### src/rtl/layer_mixer.sv
module layer_mixer #(
  parameter int NL = 4
) (
  input  logic           clk,
  input  logic           rst_n,
  input  logic           bg_wr,
  input  logic [23:0]    bg_data,
  input  logic           lowest_alpha_bug,
  input  logic           in_valid,
  output logic           in_ready,
  input  logic [NL-1:0]  layer_en,
  input  logic [NL-1:0]  layer_cov,
  input  logic [2*NL-1:0] layer_prio,
  input  logic [NL-1:0]  layer_pipe,
  input  logic [32*NL-1:0] layer_argb,
  output logic           out_valid,
  input  logic           out_ready,
  output logic [23:0]    out_rgb
);

  logic [23:0] bg_q;
  logic [1:0]  hit;
  logic [1:0]  best_prio [2];
  logic [31:0] best_px [2];
  logic [7:0]  a0, a1;
  logic        bug_hit;
  logic [23:0] base0, mix;

  function automatic logic [7:0] blend8(input logic [7:0] a, input logic [7:0] s, input logic [7:0] d);
    logic [16:0] acc;
    acc = 17'(a) * 17'(s) + 17'(8'd255 - a) * 17'(d) + 17'd127;
    return 8'(acc / 17'd255);
  endfunction

  function automatic logic [23:0] blend24(input logic [7:0] a, input logic [23:0] s, input logic [23:0] d);
    return {blend8(a, s[23:16], d[23:16]), blend8(a, s[15:8], d[15:8]), blend8(a, s[7:0], d[7:0])};
  endfunction

  always_comb begin
    for (int p = 0; p < 2; p++) begin
      hit[p] = 1'b0;
      best_prio[p] = '0;
      best_px[p] = '0;
      for (int i = NL-1; i >= 0; i--) begin
        if (layer_en[i] && layer_cov[i] && (int'(layer_pipe[i]) == p) &&
            (!hit[p] || layer_prio[2*i +: 2] >= best_prio[p])) begin
          hit[p] = 1'b1;
          best_prio[p] = layer_prio[2*i +: 2];
          best_px[p] = layer_argb[32*i +: 32];
        end
      end
    end
  end

  assign a0 = hit[0] ? best_px[0][31:24] : 8'd0;
  assign a1 = hit[1] ? best_px[1][31:24] : 8'd0;
  assign bug_hit = lowest_alpha_bug && hit[0] && (best_prio[0] == 2'd0) && (a0 != 8'hFF);
  assign base0 = bug_hit ? bg_q : blend24(a0, best_px[0][23:0], bg_q);
  assign mix = blend24(a1, best_px[1][23:0], base0);
  assign in_ready = !out_valid || out_ready;

  always_ff @(posedge clk) begin
    if (!rst_n) begin
      bg_q <= '0;
      out_valid <= 1'b0;
      out_rgb <= '0;
    end else begin
      if (bg_wr) bg_q <= bg_data;
      if (in_valid && in_ready) begin
        out_valid <= 1'b1;
        out_rgb <= mix;
      end else if (out_ready) begin
        out_valid <= 1'b0;
      end
    end
  end

endmodule


### config.mk
export PLATFORM = sky130hd
export DESIGN_NAME = layer_mixer
export DESIGN_NICKNAME = d
export VERILOG_FILES = /design/src/rtl/layer_mixer.sv
export SDC_FILE = /design/constraint.sdc
export NUM_CORES = 2
export LEC_CHECK = 0
export ABC_CLOCK_PERIOD_IN_PS = 31500
export BUFFER_PORTS_ARGS = -buffer_cell sky130_fd_sc_hd__buf_2
export CAP_MARGIN = 25
export CORE_UTILIZATION = 57
export CTS_BUF_LIST = sky130_fd_sc_hd__clkbuf_16
export DETAILED_ROUTE_END_ITERATION = 7
export HOLD_SLACK_MARGIN = 0.02
export PLACE_DENSITY = 0.77
export SKIP_CTS_REPAIR_TIMING = 1
export SLEW_MARGIN = 20
export SYNTH_ARGS = -nofsm -noshare
export SYNTH_HDL_FRONTEND = slang
export SYNTH_SLANG_ARGS = --single-unit
### constraint.sdc
create_clock -name clk -period 31.5 [get_ports clk]
set_clock_uncertainty 0.15 [all_clocks]
set_input_delay 6.3 -clock clk [delete_from_list [all_inputs] [get_ports clk]]
set_output_delay 6.3 -clock clk [all_outputs]
set_load 0.005 [all_outputs]
==> impl_metrics.py <==
metrics = {
    "synthesis": {
        "async_flop_share_pct": 0,
        "synth_area_per_cell_um2": 7.67,
        "syn_area_um2": 45800,
        "synth_compound_area_share_pct": 21.2,
        "netlist_instances": 5972,
        "synth-seq-cells": 49,
        "synth.distinct_cells": 123,
        "synth_top_family_by_area": "adder cells",
        "ys_warn_count": 0,
        "synthMuxAreaShare_pct": 1.95,
        "synth-main-ff-cell": "dfxtp_1",
        "syn_nets": 7154,
        "yosys.area_share.simple_pct": 24.5,
        "synth_seq_area_share_pct": 2.14,
        "synth-xor-area-share_pct": 3.08,
        "synth_top_area_share_pct": 27.3,
        "synth_area_leader_cell": "fa_1",
        "synth_fa_ha_area_share_pct": 37.9,
        "yosys-top-cells-area": "fa_1 (27%), ha_1 (10%), inv_1 (7.1%), nor2_1 (4.9%), nand2_1 (3.8%)",
        "synth_edf_count": 0,
    },
    "floorplan": {
        "dieHeight_um": 286,
        "dieWidth_um": 286,
        "initial_core_util_pct": 57.8,
        "die_area_um2": 81500,
        "coreArea_um2": 79300,
        "row_count": 103,
        "ios": 204,
    },
    "drt": {
        "drtAntennaViolNets": 0,
        "first_iter_violations": 4604,
        "routed_wl_um": 174000,
        "drcViolationCount": 0,
        "num_vias": 52416,
        "routedWlPerCell_um": 20.6,
        "vias_per_cell": 6.19,
        "drt-pass1-iter-count": 7,
    },
    "sta": {
        "tightest_slew_ns": 1.15,
        "layout_setup_ws_ns": -0.150,
        "rsz0062_at_grt": "true",
        "finalHoldViolCount": 0,
        "setup_viol": 3,
        "period_share_pct": 100,
        "relSlewSlack_pct": 23.1,
        "clock.fmax_ghz": 0.0316,
        "period_minus_slack_ns": 31.65,
        "setup_tns_ns": -0.271,
        "drv_slew": 0,
    },
    "critical_path": {
        "cp_data_arrival_time_ns": 31.79,
        "r2r_slack_ns": 8.87,
        "critPathCaptureType": "flip-flop",
        "critPathMaxFanout": 8,
        "worstSetupPathType": "input pin to flip-flop",
        "required_ns": 31.64,
        "cp_slowest_stage_delay_ns": 0.60,
        "cp_slowest_cell": "fa_1",
        "worst_setup_path_start_kind": "input pin",
    },
    "layout": {
        "fin_area_um2": 62900,
        "seq_area_um2": 981,
        "multiInputGateArea_um2": 44800,
        "nFillCells": 5314,
        "area_growth_pct": 37.3,
        "final_layout_size_suffix_gt1_share_pct": 35.8,
        "fin_nets": 8590,
    },
    "grt": {
        "grt_pass1_wl_um": 261000,
        "grt_pass1_vias": 51534,
        "grt_usage_pct": 39.4,
        "antenna_found_initial": 18,
        "overflow": 0,
        "grt_max_degree": 72,
    },
    "clock_tree": {
        "root_buffer": "clkbuf_16",
        "max-clock-path-buffers": 2,
        "cts_tree": "built",
        "cts_num_sinks": 49,
        "clkLatencyLatePin_ns": 0.36,
        "clock_tree.htree_level_count": 2,
        "cts_buffers": 5,
        "cts.reportedPaths.clkPinSlew_ns": 0.09,
    },
    "worst_hold_path": {
        "min_path_type": "flip-flop to flip-flop",
    },
    "outcome": {
        "violations": "negative setup slack",
        "outcome": "complete, but fails checks",
    },
    "placement": {
        "finalWeightedCongestion": 1.01,
        "placed_area_um2": 57900,
        "hpwl_um": 135000,
        "port_buffers": 203,
    },
    "job": {
        "cap_viol_max_count": 0,
    },
}
[cells in the final DEF (no fill, tap or decap), drive strengths merged, types with 36 or more instances in the layout]
master  synthesis  routed
a211oi         87      87
a21o           65      65
a21oi         291     291
a311oi         81      81
a31oi          67      67
and2          199     199
and3           48      48
buf            61    1664
dfxtp          49      49
fa            624     624
ha            380     380
inv           863     865
mux2i          61      61
nand2         466     466
nand2b         50      50
nand3         169     169
nand4          45      45
nor2          606     606
nor3          129     129
nor4           59      59
o211ai         76      76
o21a           56      56
o21ai         199     199
o31ai          36      36
or2           260     260
or3            41      41
xnor2         104     104
xor2           54      54
[registers in the layout (all words and copies together), names as in the netlist]
name,count
bg_q,24
out_valid,1
out_rgb,24
[cells in the mapped netlist (23+ instances only)]
library cell and instances:
a211o_1 27, a211oi_1 82, a21o_1 65, a21oi_1 287
a311oi_1 80, a31oi_1 60, and2_1 196, and3_1 48
and4_1 25, buf_1 29, buf_2 28, clkbuf_1 179
dfxtp_1 49, fa_1 624, ha_1 380, inv_1 863
mux2_2 25, mux2i_1 61, nand2_1 466, nand2b_1 50
nand3_1 166, nand4_1 44, nor2_1 603, nor2b_1 27
nor3_1 121, nor4_1 52, o211ai_1 73, o21a_1 55
o21ai_0 165, o21ai_1 28, o31ai_1 32, or2_2 253
or3_1 40, or4_1 23, xnor2_1 103, xor2_1 54
[critical path: cells and delay by family]
| family | cells | cell delay, ns |
|---|---|---|
| buf+inv | 25 | 3.22 |
| xor+xnor | 4 | 0.69 |
| simple gates | 32 | 5.99 |
| compound gates | 33 | 7.13 |
| fa+ha+maj | 19 | 7.95 |
| mux | 2 | 0.49 |
[final timing paths]
| kind | from | end | cells past startpoint |
|---|---|---|---|
| worst min register to register | out_rgb[23]$_SDFFE_PN0P_ | out_rgb[23]$_SDFFE_PN0P_ | 2 |
| worst max register to register | bg_q[17]$_SDFFE_PN0P_ | out_rgb[17]$_SDFFE_PN0P_ | 85 |
| worst max-delay path | layer_cov[3] | out_rgb[8]$_SDFFE_PN0P_ | 115 |
| worst min-delay path | out_rgb[23]$_SDFFE_PN0P_ | out_rgb[23]$_SDFFE_PN0P_ | 2 |
[per-stage QoR]
stage	utilization (%)	hold WS, ns	cells	setup slack [ns]
after floorplan	-	0.303	5972	-0.00974
after global placement	73.0	0.295	8304	-0.725
after detailed placement	73.0	0.296	8307	-1.18
after CTS	73.2	0.308	8315	-0.940
after global routing	79.4	0.339	8467	-0.948
final	79.4	0.308	8471	-0.150
[cell type report]
| cell class | instances | area share, % |
|---|---|---|
| clock inverter | 3 | 0.0298 |
| tap | 1050 | 2.09 |
| sequential | 49 | 1.56 |
| multi-input combinational | 4819 | 71.2 |
| antenna | 12 | 0.0477 |
| timing repair buffer | 1669 | 19.7 |
| inverter | 864 | 5.16 |
| clock buffer | 5 | 0.199 |
[logic make-up after synthesis]
kind of cell               after synthesis
xor gates and xnor gates               159
adders and majority gates             1017
DFF                                     49
AOI/OAI and AO/OA                     1344
buffers and inverters                 1104
and+or+nand+nor                       2213
muxes                                   86
[routing by layer]
layer	vias to the layer above	track usage (%)	part of all wire [%]
met5	-	0	0.057
li1	23451	-	-
met1	25344	48.1	37
met4	14	17.2	5.4
met2	2871	65.6	47
met3	736	10.2	11
Power is not shown: default switching activity piles up to over one toggle a cycle in this logic, so the estimate is an artifact.
